**src/rtl/swa_pkg.sv**
```systemverilog
package swa_pkg;
    localparam int SWA_DATA_W       = 10;
    localparam int SWA_LOCK_WORDS   = 4;
    localparam int SWA_UNLOCK_WORDS = 4;
    localparam int SWA_MULTI_WORDS  = 2;
endpackage

```
**src/rtl/swa_phase_track.sv**
```systemverilog
// Shifts in line bits, keeps a free-running phase and one consecutive-hit
// counter for every candidate boundary phase.
module swa_phase_track #(
    parameter int DATA_W      = 10,
    parameter int LOCK_WORDS  = 4,
    parameter int MULTI_WORDS = 2,
    localparam int FRAME_W    = DATA_W + 2,
    localparam int PH_W       = $clog2(FRAME_W),
    localparam int CNT_W      = $clog2(LOCK_WORDS + 1),
    localparam int MC_W       = $clog2(FRAME_W + 1)
) (
    input  logic               clk,
    input  logic               rst_n,
    input  logic               clr,
    input  logic               bit_en,
    input  logic               bit_in,
    output logic [PH_W-1:0]    ph_o,
    output logic               edge_o,
    output logic [DATA_W-1:0]  payload_o,
    output logic [FRAME_W-1:0] full_o,
    output logic [MC_W-1:0]    multi_o
);
    typedef struct packed {
        logic [DATA_W:0]                 sr;   // sr[0] newest bit
        logic [PH_W-1:0]                 ph;
        logic [FRAME_W-1:0][CNT_W-1:0]   cnt;
    } trk_t;

    trk_t trk_d, trk_q;
    logic edge_w;
    logic [FRAME_W-1:0][CNT_W-1:0] cnt_nxt;
    logic [FRAME_W-1:0]            seen_w;

    assign edge_w = bit_in & ~trk_q.sr[0];

    for (genvar p = 0; p < FRAME_W; p++) begin : g_pos
        assign full_o[p] = (trk_q.cnt[p] == CNT_W'(LOCK_WORDS));
        assign seen_w[p] = (trk_q.cnt[p] >= CNT_W'(MULTI_WORDS));
        assign cnt_nxt[p] = (trk_q.ph != PH_W'(p)) ? trk_q.cnt[p] :
                            (!edge_w)              ? '0 :
                            full_o[p]              ? trk_q.cnt[p] :
                                                     trk_q.cnt[p] + CNT_W'(1);
    end

    always_comb begin
        multi_o = '0;
        for (int i = 0; i < FRAME_W; i++) begin
            if (seen_w[i]) multi_o = multi_o + MC_W'(1);
        end
    end

    always_comb begin
        trk_d = trk_q;
        if (bit_en) begin
            trk_d.sr  = {trk_q.sr[DATA_W-1:0], bit_in};
            trk_d.ph  = (trk_q.ph == PH_W'(FRAME_W - 1)) ? '0 : trk_q.ph + PH_W'(1);
            trk_d.cnt = cnt_nxt;
        end
        if (clr) trk_d = '0;
    end

    always_ff @(posedge clk or negedge rst_n) begin
        if (!rst_n) trk_q <= '0;
        else        trk_q <= trk_d;
    end

    assign ph_o      = trk_q.ph;
    assign edge_o    = edge_w;
    assign payload_o = trk_q.sr[DATA_W:1];
endmodule

```
**src/rtl/swa_lock_ctrl.sv**
```systemverilog
// Lock acquisition with uniqueness check, and miss counting while locked.
module swa_lock_ctrl #(
    parameter int DATA_W       = 10,
    parameter int UNLOCK_WORDS = 4,
    localparam int FRAME_W     = DATA_W + 2,
    localparam int PH_W        = $clog2(FRAME_W),
    localparam int MC_W        = $clog2(FRAME_W + 1),
    localparam int MISS_W      = $clog2(UNLOCK_WORDS + 1)
) (
    input  logic               clk,
    input  logic               rst_n,
    input  logic               clr,
    input  logic               bit_en,
    input  logic               edge_i,
    input  logic [PH_W-1:0]    ph_i,
    input  logic [FRAME_W-1:0] full_i,
    input  logic [MC_W-1:0]    multi_i,
    output logic               locked_o,
    output logic [PH_W-1:0]    pos_o,
    output logic               hit_o,
    output logic               unlock_o
);
    typedef struct packed {
        logic              locked;
        logic [PH_W-1:0]   pos;
        logic [MISS_W-1:0] miss;
    } lck_t;

    lck_t lck_d, lck_q;
    logic [PH_W-1:0] idx;

    always_comb begin
        idx = '0;
        for (int i = 0; i < FRAME_W; i++) begin
            if (full_i[i]) idx = PH_W'(i);
        end
    end

    always_comb begin
        lck_d    = lck_q;
        hit_o    = 1'b0;
        unlock_o = 1'b0;
        if (bit_en) begin
            if (!lck_q.locked) begin
                if (multi_i == MC_W'(1) && full_i != '0) begin
                    lck_d.locked = 1'b1;
                    lck_d.pos    = idx;
                    lck_d.miss   = '0;
                end
            end else if (ph_i == lck_q.pos) begin
                if (edge_i) begin
                    lck_d.miss = '0;
                    hit_o      = 1'b1;
                end else if (lck_q.miss == MISS_W'(UNLOCK_WORDS - 1)) begin
                    lck_d    = '0;
                    unlock_o = 1'b1;
                end else begin
                    lck_d.miss = lck_q.miss + MISS_W'(1);
                end
            end
        end
        if (clr) lck_d = '0;
    end

    always_ff @(posedge clk or negedge rst_n) begin
        if (!rst_n) lck_q <= '0;
        else        lck_q <= lck_d;
    end

    assign locked_o = lck_q.locked;
    assign pos_o    = lck_q.pos;

    // lock is only taken when a single phase shows recurring boundaries
    p_unique_boundary_r3: assert property (@(posedge clk) disable iff (!rst_n)
        $rose(lck_q.locked) |-> $past(multi_i) == MC_W'(1));

    // a boundary seen at the locked phase keeps lock
    p_hold_on_hit_r4: assert property (@(posedge clk) disable iff (!rst_n)
        (lck_q.locked && bit_en && ph_i == lck_q.pos && edge_i && !clr) |=> lck_q.locked);

    // lock drops only after the full run of misses
    p_unlock_after_misses_r5: assert property (@(posedge clk) disable iff (!rst_n)
        ($fell(lck_q.locked) && !$past(clr)) |->
            ($past(lck_q.miss) == MISS_W'(UNLOCK_WORDS - 1) && !$past(edge_i)));
endmodule

```
**src/rtl/swa_word_out.sv**
```systemverilog
// Payload capture, recovered word clock and output quieting.
module swa_word_out #(
    parameter int DATA_W   = 10,
    localparam int FRAME_W = DATA_W + 2,
    localparam int PH_W    = $clog2(FRAME_W),
    localparam int HALF    = FRAME_W / 2
) (
    input  logic              clk,
    input  logic              rst_n,
    input  logic              clr,
    input  logic              bit_en,
    input  logic              hit_i,
    input  logic              locked_i,
    input  logic              rx_en_i,
    input  logic              clk_inv_i,
    input  logic [PH_W-1:0]   ph_i,
    input  logic [PH_W-1:0]   pos_i,
    input  logic [DATA_W-1:0] payload_i,   // payload_i[0] = last payload bit
    output logic [DATA_W-1:0] word_data,
    output logic              word_valid,
    output logic              word_clk
);
    typedef struct packed {
        logic [DATA_W-1:0] word;
        logic              stb;
        logic              wclk;
    } out_t;

    out_t out_d, out_q;
    logic [PH_W:0] half_pos;
    logic          on;

    always_comb begin
        half_pos = {1'b0, pos_i} + (PH_W + 1)'(HALF);
        if (half_pos >= (PH_W + 1)'(FRAME_W)) half_pos = half_pos - (PH_W + 1)'(FRAME_W);
    end

    always_comb begin
        out_d     = out_q;
        out_d.stb = 1'b0;
        if (hit_i) begin
            for (int i = 0; i < DATA_W; i++) out_d.word[i] = payload_i[DATA_W - 1 - i];
            out_d.stb  = 1'b1;
            out_d.wclk = 1'b1;
        end else if (bit_en && ph_i == half_pos[PH_W-1:0]) begin
            out_d.wclk = 1'b0;
        end
        if (!locked_i) out_d.wclk = 1'b0;
        if (clr) out_d = '0;
    end

    always_ff @(posedge clk or negedge rst_n) begin
        if (!rst_n) out_q <= '0;
        else        out_q <= out_d;
    end

    assign on         = locked_i & rx_en_i & ~clr;
    assign word_data  = on ? out_q.word : '0;
    assign word_valid = on & out_q.stb;
    assign word_clk   = on & (out_q.wclk ^ clk_inv_i);

    // a delivered word always follows a qualified bit
    p_valid_after_bit_r6: assert property (@(posedge clk) disable iff (!rst_n)
        word_valid |-> $past(bit_en));
endmodule

```
**src/rtl/ser_word_aligner.sv**
```systemverilog
module ser_word_aligner
    import swa_pkg::*;
#(
    parameter int DATA_W       = SWA_DATA_W,
    parameter int LOCK_WORDS   = SWA_LOCK_WORDS,
    parameter int UNLOCK_WORDS = SWA_UNLOCK_WORDS,
    parameter int MULTI_WORDS  = SWA_MULTI_WORDS,
    localparam int FRAME_W     = DATA_W + 2,
    localparam int PH_W        = $clog2(FRAME_W),
    localparam int MC_W        = $clog2(FRAME_W + 1)
) (
    input  logic              clk,
    input  logic              rst_n,
    input  logic              bit_en,
    input  logic              bit_in,
    input  logic              pwr_down,
    input  logic              rx_enable,
    input  logic              clk_inv,
    output logic [DATA_W-1:0] word_data,
    output logic              word_valid,
    output logic              word_clk,
    output logic              lock_n
);
    logic [PH_W-1:0]    ph, pos;
    logic               edge_w, hit, unlock, locked;
    logic [DATA_W-1:0]  payload;
    logic [FRAME_W-1:0] full;
    logic [MC_W-1:0]    multi;

    swa_phase_track #(
        .DATA_W(DATA_W), .LOCK_WORDS(LOCK_WORDS), .MULTI_WORDS(MULTI_WORDS)
    ) u_track (
        .clk(clk), .rst_n(rst_n), .clr(pwr_down | unlock),
        .bit_en(bit_en), .bit_in(bit_in),
        .ph_o(ph), .edge_o(edge_w), .payload_o(payload),
        .full_o(full), .multi_o(multi)
    );

    swa_lock_ctrl #(
        .DATA_W(DATA_W), .UNLOCK_WORDS(UNLOCK_WORDS)
    ) u_lock (
        .clk(clk), .rst_n(rst_n), .clr(pwr_down),
        .bit_en(bit_en), .edge_i(edge_w), .ph_i(ph),
        .full_i(full), .multi_i(multi),
        .locked_o(locked), .pos_o(pos), .hit_o(hit), .unlock_o(unlock)
    );

    swa_word_out #(
        .DATA_W(DATA_W)
    ) u_out (
        .clk(clk), .rst_n(rst_n), .clr(pwr_down),
        .bit_en(bit_en), .hit_i(hit), .locked_i(locked),
        .rx_en_i(rx_enable), .clk_inv_i(clk_inv),
        .ph_i(ph), .pos_i(pos), .payload_i(payload),
        .word_data(word_data), .word_valid(word_valid), .word_clk(word_clk)
    );

    assign lock_n = ~locked;

    // lock is only gained on a qualified bit
    p_lock_on_bit_r1: assert property (@(posedge clk) disable iff (!rst_n)
        $fell(lock_n) |-> $past(bit_en));
endmodule

```
**config.mk**
```make
export PLATFORM = sky130hd
export DESIGN_NAME = ser_word_aligner
export DESIGN_NICKNAME = d
export VERILOG_FILES = /design/src/rtl/swa_pkg.sv /design/src/rtl/swa_phase_track.sv /design/src/rtl/swa_lock_ctrl.sv /design/src/rtl/swa_word_out.sv /design/src/rtl/ser_word_aligner.sv
export SDC_FILE = /design/constraint.sdc
export NUM_CORES = 1
export LEC_CHECK = 0
export BUFFER_PORTS_ARGS = -buffer_cell sky130_fd_sc_hd__buf_4
export CORE_MARGIN = 4
export CORE_UTILIZATION = 50
export DETAILED_ROUTE_END_ITERATION = 10
export GPL_TIMING_DRIVEN = 1
export PLACE_DENSITY_LB_ADDON = 0.1
export SLEW_MARGIN = 30
export SYNTH_ARGS = -nofsm -noshare
export SYNTH_HDL_FRONTEND = slang
export SYNTH_SLANG_ARGS = --single-unit
```
**constraint.sdc**
```tcl
create_clock -name clk -period 21.3 [get_ports clk]
set_clock_uncertainty 0.05 [all_clocks]
set_input_delay 4.26 -clock clk [delete_from_list [all_inputs] [get_ports clk]]
set_output_delay 4.26 -clock clk [all_outputs]
set_load 0.01 [all_outputs]
```
==> out/summary.txt <==
TIMING
--------------------------------------------------------------------------------------------------
Setup slack of the critical path after layout                                             11730 ps
Setup TNS                                                                                     0 ps
Share of the cycle needed by the critical path after routing                                 0.449
Max-slew violation total from the final report                                                   0
Count of final setup violators                                                                   0
Fmax                                                                                       104 MHz
Final period demand of the worst path                                                      9570 ps
Slew at the pin closest to its max-slew limit                                               799 ps
Tightest slew margin relative to the limit                                                   0.467
Hold violation count in the final report                                                         0
RSZ-0062 raised after global routing                                                         false

ROUTING
--------------------------------------------------------------------------------------------------
Routed length per instance                                                                 15.7 um
WL final                                                                                  11900 um
Detailed Routing Iterations Pass 1                                                               5
Vias post-DR                                                                                  4387
Post-DRT Antenna Nets                                                                            0
Via-per-instance ratio                                                                        5.76
# DRC                                                                                            0
Starting DRC count in detailed routing                                                         307

FINISH
--------------------------------------------------------------------------------------------------
# diodes                                                                                         0
Area growth from synthesis to layout                                                         8.89%
Filler cells                                                                                   942
Fraction of final layout cells with drive strength greater than 1                            0.107
Post-layout utilization of the core                                                          0.560
Count of nets after finishing                                                                  675

CRITICAL PATH
--------------------------------------------------------------------------------------------------
Reg-to-reg slack, setup                                                                   12920 ps
Worst R2R Path Depth                                                                            43
Top fanout value on the critical path                                                           20
Reg2Reg Capture Point                                                                 u_lock.lck_q[2]
Most frequent cell on the critical path                                               sky130_fd_sc_hd__buf_4
Worst r2r src                                                                         u_track.trk_q[5]
Signal arrival time at the worst endpoint                                                  5260 ps
Start point of the critical path                                                          pwr_down
CP Launch Type                                                                        primary input
Critical Path End Type                                                                primary output
Start-to-end type of the worst setup path                                                in -> out
Ordered cell list for the critical path                                               buf_4, nor3b_2, and2_1, buf_4
Destination of the critical timing path                                               word_data[6]
Library cell contributing the largest single delay on the critical path               sky130_fd_sc_hd__nor3b_2
Required time of the critical path                                                        16990 ps
Peak per-stage delay on the critical path                                                   480 ps

DIE
--------------------------------------------------------------------------------------------------
Height of the die                                                                           111 um
Area inside the core boundary                                                          0.0103 mm^2
Number of rows in the core area                                                                 37
Effective utilization at floorplan                                                           0.514
Floorplan die area                                                                     0.0123 mm^2
I/O pin count                                                                                   20
Die boundary width                                                                          111 um

CLOCK NETWORK
--------------------------------------------------------------------------------------------------
TritonCTS clock tree                                                                           yes
Clock transition time at the flip-flop clock pins of the worst setup and hold paths          80 ps
Hold buffer count at cts                                                                         0
Clock buffer count from CTS                                                                      9
Clock latency of the later-clocked register in the worst-skew pair                          360 ps
Buffer count from post-CTS setup fixing                                                          0
Total clock sinks                                                                               71
Number of gates resized after cts                                                                0
Master cell of the clock root buffer                                                  sky130_fd_sc_hd__clkbuf_8
Number of H-tree branching levels                                                                3
Clock buffer depth                                                                               2

SYNTHESIS
--------------------------------------------------------------------------------------------------
Cell with the most instances after synthesis                                          sky130_fd_sc_hd__nor2_1
Mean cell area of the mapped netlist                                                     8.69 um^2
Nets in the synthesized netlist                                                                665
Ranking of synthesized cells by instance count                                        sky130_fd_sc_hd__nor2_1, sky130_fd_sc_hd__dfrtp_1, sky130_fd_sc_hd__nand2_1, sky130_fd_sc_hd__ha_1, sky130_fd_sc_hd__a21oi_1
Cells after Synth                                                                              611
Area share of the largest cell type after synthesis                                          0.335
Synth warn                                                                                       0
Main area contributors after synthesis                                                sky130_fd_sc_hd__dfrtp_1, sky130_fd_sc_hd__ha_1, sky130_fd_sc_hd__nor2_1, sky130_fd_sc_hd__nand2_1, sky130_fd_sc_hd__a21oi_1
Portion of the post-synthesis area used by sequential elements                               0.335
Number of synthesized register bits                                                             71
Cell Area, Synth                                                                      0.00531 mm^2
Most area-hungry cell type in the Yosys netlist                                       sky130_fd_sc_hd__dfrtp_1
Post-synth EDFFs                                                                                 0
Unique masters post-synth                                                                       69
Proportion of synthesized flip-flops having asynchronous set or reset                         1.00
Primary FF master, synth                                                              sky130_fd_sc_hd__dfrtp_1

PLACEMENT
--------------------------------------------------------------------------------------------------
Half-perimeter wire length of the detailed placement result                                8500 um
Number of buffers added on ports                                                                19
Place WS                                                                                  11350 ps
GPL Wtd Cong                                                                                 0.854

GRT
--------------------------------------------------------------------------------------------------
First-pass GRT wire length                                                                20200 um
Maximum number of pins on one net before global-route repair                                    72
Global routing usage summed across all routing layers                                        0.197
GRT overflow                                                                                     0
Initial antenna violation count                                                                  0
Vias in the first global route                                                                4174

POWER
--------------------------------------------------------------------------------------------------
Power density of the placed cells                                                     47.2 mW/mm^2
Static leakage power                                                                       2.76 nW
Final total power                                                                         0.273 mW
Worst voltage drop across the vdd grid                                                   0.0310 mV

RUN
--------------------------------------------------------------------------------------------------
Maximum capacitance violations                                                                   0

RUN STATUS
--------------------------------------------------------------------------------------------------
Status                                                                                finished, final reports clean

WORST HOLD PATH
--------------------------------------------------------------------------------------------------
Tightest Hold Check Type                                                                reg -> reg

where the power goes:
part	internal [mW]	total (mW)	switching (mW)
logic	0.00583	0.0211	0.0153
clock network	0.0557	0.115	0.0589
registers	0.136	0.137	0.00169
total	0.197	0.273	0.0759
placed cells by master (no fill, tap or decap), types with 4 or more instances in the layout:
cell / n
sky130_fd_sc_hd__nand3_1: 9
sky130_fd_sc_hd__nand2_1: 58
sky130_fd_sc_hd__inv_1: 42
sky130_fd_sc_hd__xor2_1: 17
sky130_fd_sc_hd__ha_1: 47
sky130_fd_sc_hd__nand4_1: 6
sky130_fd_sc_hd__a21oi_1: 43
sky130_fd_sc_hd__o31ai_1: 5
sky130_fd_sc_hd__a22o_1: 11
sky130_fd_sc_hd__xnor2_1: 12
sky130_fd_sc_hd__nand3b_1: 6
sky130_fd_sc_hd__or4b_2: 7
sky130_fd_sc_hd__buf_4: 22
sky130_fd_sc_hd__mux2i_1: 15
sky130_fd_sc_hd__nor2_1: 75
sky130_fd_sc_hd__clkbuf_8: 9
sky130_fd_sc_hd__dfrtp_1: 71
sky130_fd_sc_hd__nor3_1: 26
sky130_fd_sc_hd__o2111ai_1: 9
sky130_fd_sc_hd__nor2b_1: 8
sky130_fd_sc_hd__o21ai_0: 33
sky130_fd_sc_hd__o211ai_1: 5
sky130_fd_sc_hd__and2_1: 13
sky130_fd_sc_hd__or3_1: 4
through the flow:
| step | area, um^2 | hold WS, ps | instances |
|---|---|---|---|
| final | 5780 | 449 | 762 |
| after global routing | 5780 | 465 | 762 |
| after CTS | 5770 | 451 | 762 |
| after detailed placement | 5560 | 431 | 746 |
| after global placement | 5560 | 416 | 746 |
| after floorplan | 5310 | 399 | 611 |
critical path: cells and delay by family:
family	cells	cell delay, ps
buf+inv	2	300
simple gates	2	700
worst min path at each step:
stage	start	to	slack, ps	cells after the start
finish	u_track.payload_o[9]	u_track.payload_o[9]	450	2
global route	u_track.payload_o[9]	u_track.payload_o[9]	460	2
CTS	u_track.payload_o[9]	u_track.payload_o[9]	450	2
detailed placement	u_track.payload_o[9]	u_track.payload_o[9]	430	2
global placement	u_track.payload_o[9]	u_track.payload_o[9]	420	2
floorplan	u_track.payload_o[9]	u_track.payload_o[9]	400	2
routing by layer:
metal	part of all wire	wire length, um	global-route usage
met1	0.48	5700	0.266
met2	0.47	5650	0.320
met4	0.014	170	0.0584
met3	0.036	424	0.0393
met5	0	0	0
kinds of logic after synthesis:
family                   after synthesis  synth area share
AO/OA/AOI/OAI                        139             0.176
multiplexers                          17            0.0332
XOR/XNOR                              37            0.0811
buffers and inverters                 66            0.0469
AND/OR/NAND/NOR                      234             0.218
flip-flops                            71             0.335
adder cells (fa/ha/maj)               47             0.111
layout make-up:
cell class              instances  area [um^2]  share of cell area
inverters                      42          158              0.0273
multi-input cells             474         3300               0.570
repair buffers                 23          176              0.0305
well taps                     136          170              0.0294
clock buffers                   9          124              0.0214
clock inverters                 7         80.1              0.0139
flip-flops and latches         71         1780               0.307
state kept, by name (all words and copies together), names as in the netlist:
name and flops:
u_out.out_q 12, u_lock.pos_o 4, u_lock.lck_q 3, u_track.ph_o 4, u_lock.locked_o 1, u_track.payload_o 10
u_track.trk_q 37
Note: power is estimated with default switching activity, not from simulation.
